### config.mk
export PLATFORM = sky130hd
export DESIGN_NAME = wstat_reporter
export DESIGN_NICKNAME = d
export VERILOG_FILES = /design/src/rtl/wstat_pkg.sv /design/src/rtl/wstat_phase.sv /design/src/rtl/wstat_toggle.sv /design/src/rtl/wstat_outmux.sv /design/src/rtl/wstat_reporter.sv
export SDC_FILE = /design/constraint.sdc
export NUM_CORES = 1
export LEC_CHECK = 0
export CAP_MARGIN = 10
export CORE_MARGIN = 5
export CORE_UTILIZATION = 43
export DETAILED_ROUTE_END_ITERATION = 7
export GPL_TIMING_DRIVEN = 0
export MAX_ROUTING_LAYER = met4
export PLACE_DENSITY = 0.78
export SETUP_SLACK_MARGIN = 0.2
export SLEW_MARGIN = 20
export SYNTH_ARGS = -nofsm -noshare
export SYNTH_HDL_FRONTEND = slang
export SYNTH_SLANG_ARGS = --single-unit
### constraint.sdc
create_clock -name clk -period 2.6 [get_ports clk]
set_input_delay 0.26 -clock clk [delete_from_list [all_inputs] [get_ports clk]]
set_output_delay 0.26 -clock clk [all_outputs]
set_load 0.03 [all_outputs]
### src/rtl/wstat_pkg.sv
package wstat_pkg;
  typedef enum logic [1:0] {
    PH_IDLE = 2'd0,
    PH_PGM  = 2'd1,
    PH_ERS  = 2'd2,
    PH_HOLD = 2'd3
  } phase_e;
endpackage

### src/rtl/wstat_phase.sv
module wstat_phase
  import wstat_pkg::*;
#(
  parameter int DW       = 8,
  parameter int HOLD_CYC = 250
) (
  input  logic          clk,
  input  logic          rst_n,
  input  logic          op_start,
  input  logic          op_erase,
  input  logic [DW-1:0] op_data,
  input  logic          op_done,
  output phase_e        phase,
  output logic          cap_msb
);
  localparam int CW = $clog2(HOLD_CYC + 2);
  localparam logic [CW-1:0] HOLD_LAST = CW'(HOLD_CYC > 0 ? HOLD_CYC - 1 : 0);

  logic [CW-1:0] hold_cnt;

  always_ff @(posedge clk or negedge rst_n) begin
    if (!rst_n) begin
      phase    <= PH_IDLE;
      hold_cnt <= '0;
      cap_msb  <= 1'b0;
    end else begin
      unique case (phase)
        PH_IDLE: if (op_start) begin
          cap_msb <= op_data[DW-1];
          phase   <= op_erase ? PH_ERS : PH_PGM;
        end
        PH_PGM: if (op_done) begin
          if (HOLD_CYC == 0) phase <= PH_IDLE;
          else begin
            phase    <= PH_HOLD;
            hold_cnt <= HOLD_LAST;
          end
        end
        PH_ERS: if (op_done) phase <= PH_IDLE;
        PH_HOLD: begin
          if (hold_cnt == '0) phase <= PH_IDLE;
          else hold_cnt <= hold_cnt - 1'b1;
        end
        default: phase <= PH_IDLE;
      endcase
    end
  end
endmodule

### src/rtl/wstat_toggle.sv
module wstat_toggle (
  input  logic clk,
  input  logic rst_n,
  input  logic busy,
  input  logic rd_q,
  output logic tgl_q
);
  always_ff @(posedge clk or negedge rst_n) begin
    if (!rst_n)            tgl_q <= 1'b0;
    else if (busy && rd_q) tgl_q <= ~tgl_q;
  end
endmodule

### src/rtl/wstat_outmux.sv
module wstat_outmux #(
  parameter int DW = 8
) (
  input  logic          rst_n,
  input  logic          busy,
  input  logic          erasing,
  input  logic          holding,
  input  logic          cap_msb,
  input  logic          tgl_q,
  input  logic          rd_hit,
  input  logic          ce_n,
  input  logic          oe_n,
  input  logic [DW-1:0] array_data,
  output logic [DW-1:0] rd_data,
  output logic          rb_drive_low
);
  localparam int POLL_BIT = DW - 1;
  localparam int FLIP_BIT = DW - 2;

  always_comb begin
    rd_data = array_data;
    if (rd_hit && (busy || holding)) begin
      if (erasing)      rd_data[POLL_BIT] = 1'b0;
      else if (holding) rd_data[POLL_BIT] = cap_msb;
      else              rd_data[POLL_BIT] = ~cap_msb;
      rd_data[FLIP_BIT] = tgl_q;
    end
  end

  assign rb_drive_low = busy && rst_n && !ce_n && !oe_n;
endmodule

### src/rtl/wstat_reporter.sv
module wstat_reporter
  import wstat_pkg::*;
#(
  parameter int DW       = 8,
  parameter int HOLD_CYC = 250
) (
  input  logic          clk,
  input  logic          rst_n,
  input  logic          op_start,
  input  logic          op_erase,
  input  logic [DW-1:0] op_data,
  input  logic          op_done,
  input  logic          ce_n,
  input  logic          oe_n,
  input  logic          rd_stb,
  input  logic          rd_hit,
  input  logic [DW-1:0] array_data,
  output logic [DW-1:0] rd_data,
  output logic          rb_drive_low
);
  phase_e phase;
  logic   cap_msb;
  logic   tgl_q;
  logic   st_busy;
  logic   st_erase;
  logic   st_hold;
  logic   rd_q;

  assign st_busy  = (phase == PH_PGM) || (phase == PH_ERS);
  assign st_erase = (phase == PH_ERS);
  assign st_hold  = (phase == PH_HOLD);
  assign rd_q     = rd_stb && !ce_n && !oe_n;

  wstat_phase #(.DW(DW), .HOLD_CYC(HOLD_CYC)) u_phase (
    .clk(clk), .rst_n(rst_n), .op_start(op_start), .op_erase(op_erase),
    .op_data(op_data), .op_done(op_done), .phase(phase), .cap_msb(cap_msb)
  );

  wstat_toggle u_tgl (
    .clk(clk), .rst_n(rst_n), .busy(st_busy), .rd_q(rd_q), .tgl_q(tgl_q)
  );

  wstat_outmux #(.DW(DW)) u_mux (
    .rst_n(rst_n), .busy(st_busy), .erasing(st_erase), .holding(st_hold),
    .cap_msb(cap_msb), .tgl_q(tgl_q), .rd_hit(rd_hit), .ce_n(ce_n),
    .oe_n(oe_n), .array_data(array_data), .rd_data(rd_data),
    .rb_drive_low(rb_drive_low)
  );
endmodule

After elaboration in Yosys (flattened, before gate mapping)
Cells that the tools add are included.
{"block": "totals", "out_inout_bits": 9, "wordCells": 44, "input_bits": 25, "reg_bits": 12}
{"block": "op_classes", "n_addsub": 1, "n_mux": 12, "n_eq_ne": 8, "bitwise_logic": 2, "n_reduce_logical": 17}
{"cell": "2-to-1 mux 8 bit", "n": 2}
{"cell": "one-hot mux 8 bit (2 select lines)", "n": 1}
{"cell": "2-to-1 mux 2 bit", "n": 6}
{"cell": "inequality test 2 bit, second input constant", "n": 5}
{"cell": "zero test 8 bit", "n": 1}
{"cell": "one-hot mux 2 bit (4 select lines)", "n": 1}
{"cell": "subtractor 8 x 1 -> 8 bit, second input constant", "n": 1}
{"cell": "logical AND 1 bit", "n": 7}
{"cell": "== test 2 bit, second input constant", "n": 2}
{"cell": "AND reduction 4 bit", "n": 1}
{"cell": "AND reduction 3 bit", "n": 1}
{"cell": "== test 2 x 1 -> 1 bit, second input constant", "n": 1}
{"cell": "zero test 1 bit", "n": 2}
{"cell": "zero test 2 bit", "n": 1}
{"cell": "logical OR 1 bit", "n": 2}
{"cell": "2-to-1 mux 1 bit", "n": 2}
{"cell": "inverter 1 bit", "n": 2}
{"cell": "AND reduction 2 bit", "n": 1}
{"cell": "nonzero test 2 bit", "n": 1}

Longest topological paths before layout
{"block": "logic_depth", "ltp_word": 5, "ltp_mapped": 6, "ltp_nobuf": 6}

Modules after synthesis
A second synthesis with hierarchy kept.
{"block": "hier_totals", "hier_cells": 92, "hier_area_um2": 835.8}
{"module": "wstat_phase", "n_inst": 1, "cells_each": 68, "area_per_inst_um2": 640.6, "seq_area_each_um2": 275.3}
{"module": "wstat_outmux", "n_inst": 1, "cells_each": 16, "area_per_inst_um2": 112.6, "seq_area_each_um2": 0.0}
{"module": "wstat_reporter", "n_inst": 1, "cells_each": 5, "area_per_inst_um2": 45.0, "seq_area_each_um2": 0.0}
{"module": "wstat_toggle", "n_inst": 1, "cells_each": 3, "area_per_inst_um2": 37.5, "seq_area_each_um2": 25.0}

Worst setup path after synthesis
OpenSTA, ideal clock, no wires.
{"block": "synth_path", "kind": "reg2out", "from": "register u_phase.phase[0]", "to": "output rd_data[7]", "required_time_ps": 2340, "path_stages_with_launch": 5, "arrival_time_ps": 1648, "path_slack_ps": 692, "path_cell_list": "dfrtp_1 ha_1 buf_2 xor2_1 o31ai_1"}
{"block": "synth_via", "elab_chain_len": 5, "elab_cells_between_ends": 9, "cone_classes": "3 x eq/ne; 3 x mux; 3 x reduce/logical"}
{"element": "start, declared", "line_no": "wstat_phase.sv:13", "rtl": "output phase_e phase,"}
{"element": "start signal, assigned", "line_no": "wstat_phase.sv:30", "rtl": "phase <= op_erase ? PH_ERS : PH_PGM;"}
{"element": "== test 2 x 1 -> 1 bit / == test 2 bit (equally long branches)", "line_no": "wstat_reporter.sv:29, wstat_reporter.sv:30"}
{"element": "logical OR 1 bit", "line_no": "wstat_reporter.sv:29", "rtl": "assign st_busy = (phase == PH_PGM) || (phase == PH_ERS);"}
{"element": "logical OR 1 bit", "line_no": "wstat_outmux.sv:22", "rtl": "if (rd_hit && (busy || holding)) begin"}
{"element": "logical AND 1 bit", "line_no": "wstat_outmux.sv:22"}
{"element": "2-to-1 mux 2 bit *", "line_no": "wstat_outmux.sv:22"}
{"element": "end, declared", "line_no": "wstat_reporter.sv:18", "rtl": "output logic [DW-1:0] rd_data,"}
Every way passes the cells marked *; elsewhere a longest branch is shown, timed or not.

Final worst setup path
{"block": "layout_path", "from": "register u_phase.phase[0]", "to": "output rb_drive_low"}
{"block": "layout_via", "elab_chain_len": 5, "elab_cells_between_ends": 6, "cone_classes": "2 x eq/ne; 4 x reduce/logical"}
{"element": "== test 2 x 1 -> 1 bit / == test 2 bit (equally long branches)", "line_no": "wstat_reporter.sv:29"}
{"element": "logical OR 1 bit *", "line_no": "wstat_reporter.sv:29"}
{"element": "logical AND 1 bit * (3 in series)", "line_no": "wstat_outmux.sv:30", "rtl": "assign rb_drive_low = busy && rst_n && !ce_n && !oe_n;"}
{"element": "end, declared", "line_no": "wstat_reporter.sv:19", "rtl": "output logic rb_drive_low"}
Marked as above.

==> run metrics <==
number of synthesized register bits=12; height of the chip=55.6 µm; worst setup path start=u_phase.phase[0]; Util after Layout=58.3%; master cell of the clock root buffer=sky130_fd_sc_hd__clkbuf_4; most instantiated library cell after synthesis=sky130_fd_sc_hd__dfrtp_1; Mapped Area=895 µm²; Register-to-Register Setup Slack=510 ps; clock tree buffer depth=2; Setup Total Neg Slack=0 ps; synthesized area per cell=9.94 µm²; number of sinks driven by the clock tree=12; capture point of the worst reg-to-reg path=u_phase.hold_cnt[5]; number of slew-limit violations in the final report=0; Tightest Pin Transition=596 ps; DR vias=756; run status=complete, but fails checks; row cnt=16; Data required, critical path=2340 ps; portion of the post-synthesis area used by sequential elements=33.6%; cell chain of the critical path=inv_1 -> ha_1 -> and3_1 -> clkdlybuf4s50_1; number of antenna cells inserted=0; final hold violation count=12; first-pass iteration count of the detailed router=4; wire length of the first global-routing pass=3.01 mm; Via density=5.40; startpoint of the lowest-slack register-to-register path=u_phase.phase[1]; period utilization=82.1%; maximum cell stage delay along the critical path=670 ps; number of cells traversed by the worst register-to-register path=6; worst slack, placed=272 ps; post-synth net total=122; hold crit path type=input port to async pin; commonest cells in the netlist=sky130_fd_sc_hd__dfrtp_1 (12), sky130_fd_sc_hd__nand3_1 (9), sky130_fd_sc_hd__inv_1 (8); worst rel slew slack=60.2%; power per standard cell area=807 nW/µm²; maximum number of pins on one net before global-route repair=14; number of antenna violations at the first check in global routing=0; number of global-route vias before repair=724; final routed DRC violation total=0; cell type with the highest aggregate area in the netlist=sky130_fd_sc_hd__dfrtp_1; Final WS setup=465 ps; number of max-cap violations=0; # H-tree levels=1; kind of critical path=flip-flop to primary output; Setup Viol. Count Final=0; Top FF cell, synth=sky130_fd_sc_hd__dfrtp_1; Critical Path Start Type=flip-flop; WL per Instance=12.9 µm; critical path peak fanout=4; placeable core region=1980 µm²; number of nets in the layout=147; Worst-Skew Late Latency=270 ps; die boundary width=55.6 µm; Die Outline Area=3090 µm²; count of port buffers added during placement=20; setup repair after global routing missed its margin=false; Worst IR Drop VDD=0.000492 V; routability cong.=0.769; Yosys cell types=33; Area contributors post-synth=sky130_fd_sc_hd__dfrtp_1 (34%), sky130_fd_sc_hd__ha_1 (9.8%), sky130_fd_sc_hd__nand3_1 (5.0%); maximum clock skew at final layout=1.16 ps; number of standard cells after synthesis=90; f_max=468 MHz; Critical Path Sink Type=primary output; number of DRC violations after detailed-routing iteration 0=7; Post-CTS Repair Setup Buffers=0; count of nets left with antenna violations after detail routing=0; Total GRT Usage=12.5%; share of async-settable or async-resettable flops after synthesis=100%; Num CTS Buffers=3; wire length reported by the detailed router=1.81 mm; CTS hold repair buffers=0; violated checks=negative hold slack; Top Ports=34; critical path arrival=1870 ps; Synth top area share=33.6%; GR Overflow Total=0; layout cell share with drive strength beyond 1=17.7%; area growth from synthesis to layout=29.1%; count of flip-flops with a built-in enable after synthesis=0; number of warnings printed during yosys synthesis=0; Starting Density=45.1%; dpl hpwl=1.43 mm; worst hold-check slack=-25.9 ps; Tmin final=2130 ps; Clock transition at path regs=70 ps; standby leakage power=0.506 nW; clock tree from TritonCTS=yes; cell with the biggest individual delay on the critical path=sky130_fd_sc_hd__clkdlybuf4s50_1; fillers=170
==> report_power, final <==
| group | internal [mW] | total (mW) | switching, mW |
|---|---|---|---|
| Sequential | 0.253 | 0.319 | 0.0660 |
| Combinational | 0.226 | 0.500 | 0.273 |
| Clock | 0.0536 | 0.113 | 0.0590 |
| Total | 0.533 | 0.932 | 0.398 |
==> per-stage QoR <==
stage / cell area (µm²) / instances / hold slack (ps) / power [mW]
finish: 1150 / 140 / -25.9 / 0.932
global route: 1150 / 140 / 21.8 / 1.02
floorplan: 895 / 90 / -35.6 / 0.693
global placement: 1130 / 137 / 476 / 0.809
CTS: 1150 / 140 / 373 / 0.943
detailed placement: 1130 / 137 / 481 / 0.832
==> layout make-up <==
type / instances / area, µm² / area share [%]
multi-input cells: 63 / 514 / 44.5
flip-flops and latches: 12 / 300 / 26.0
repair buffers: 20 / 204 / 17.7
plain buffers: 7 / 50.0 / 4.33
well taps: 27 / 33.8 / 2.93
inverters: 8 / 30.0 / 2.60
clock buffers: 3 / 22.5 / 1.95
==> layout by cell type, fill, tap and decap left out, types with 2 or more instances in the layout <==
| cell | instances |
|---|---|
| sky130_fd_sc_hd__mux2i_1 | 2 |
| sky130_fd_sc_hd__ha_1 | 7 |
| sky130_fd_sc_hd__o31ai_1 | 5 |
| sky130_fd_sc_hd__buf_4 | 6 |
| sky130_fd_sc_hd__clkdlybuf4s50_1 | 17 |
| sky130_fd_sc_hd__clkbuf_4 | 3 |
| sky130_fd_sc_hd__nand2_1 | 6 |
| sky130_fd_sc_hd__nand3_1 | 9 |
| sky130_fd_sc_hd__nor2_1 | 3 |
| sky130_fd_sc_hd__inv_1 | 8 |
| sky130_fd_sc_hd__nand2b_1 | 3 |
| sky130_fd_sc_hd__mux2_2 | 2 |
| sky130_fd_sc_hd__or4_1 | 3 |
| sky130_fd_sc_hd__dfrtp_1 | 12 |
| sky130_fd_sc_hd__dlymetal6s2s_1 | 2 |
| sky130_fd_sc_hd__mux2_1 | 2 |
| sky130_fd_sc_hd__o21ai_0 | 2 |
| sky130_fd_sc_hd__o211ai_1 | 2 |
==> routing by layer <==
metal | routed length [µm] | vias up | track usage [%]
met3 | 135 | 4 | 3.71
met5 | 0 | - | -
li1 | - | 368 | -
met2 | 790 | 34 | 18.2
met4 | 22 | 0 | 5.21
met1 | 856 | 350 | 15.9
==> state kept, by name, indices dropped and copies added, names as in the netlist <==
register,count
u_phase.phase,2
u_phase.cap_msb,1
u_tgl.tgl_q,1
u_phase.hold_cnt,8
==> critical path: cells and delay by family, from the launching register on <==
family,cells,cell delay [ps]
AND/OR/NAND/NOR,1,140
buffers and inverters,2,760
flip-flops,1,400
adder cells (fa/ha/maj),1,290
==> repair_timing <==
item | in CTS | in global routing
cloned | 0 | 0
endpoints found under the setup margin | 1 | 2
gates resized for setup | 1 | 2
==> how the worst max path moves through the flow <==
stage                              end
after CTS                   rd_data[6]
after floorplan             rd_data[7]
after detailed placement  rb_drive_low
after global placement    rb_drive_low
after global routing      rb_drive_low
final                     rb_drive_low
==> cell families after synthesis <==
family / after synthesis / synth area share, %
AND/OR/NAND/NOR: 34 / 23.8
buffers and inverters: 15 / 8.95
AO/OA/AOI/OAI: 14 / 14.7
flip-flops: 12 / 33.6
adder cells (fa/ha/maj): 7 / 9.79
multiplexers: 6 / 7.27
XOR/XNOR: 2 / 1.96
No activity file was read; power rests on OpenSTA's default activity.
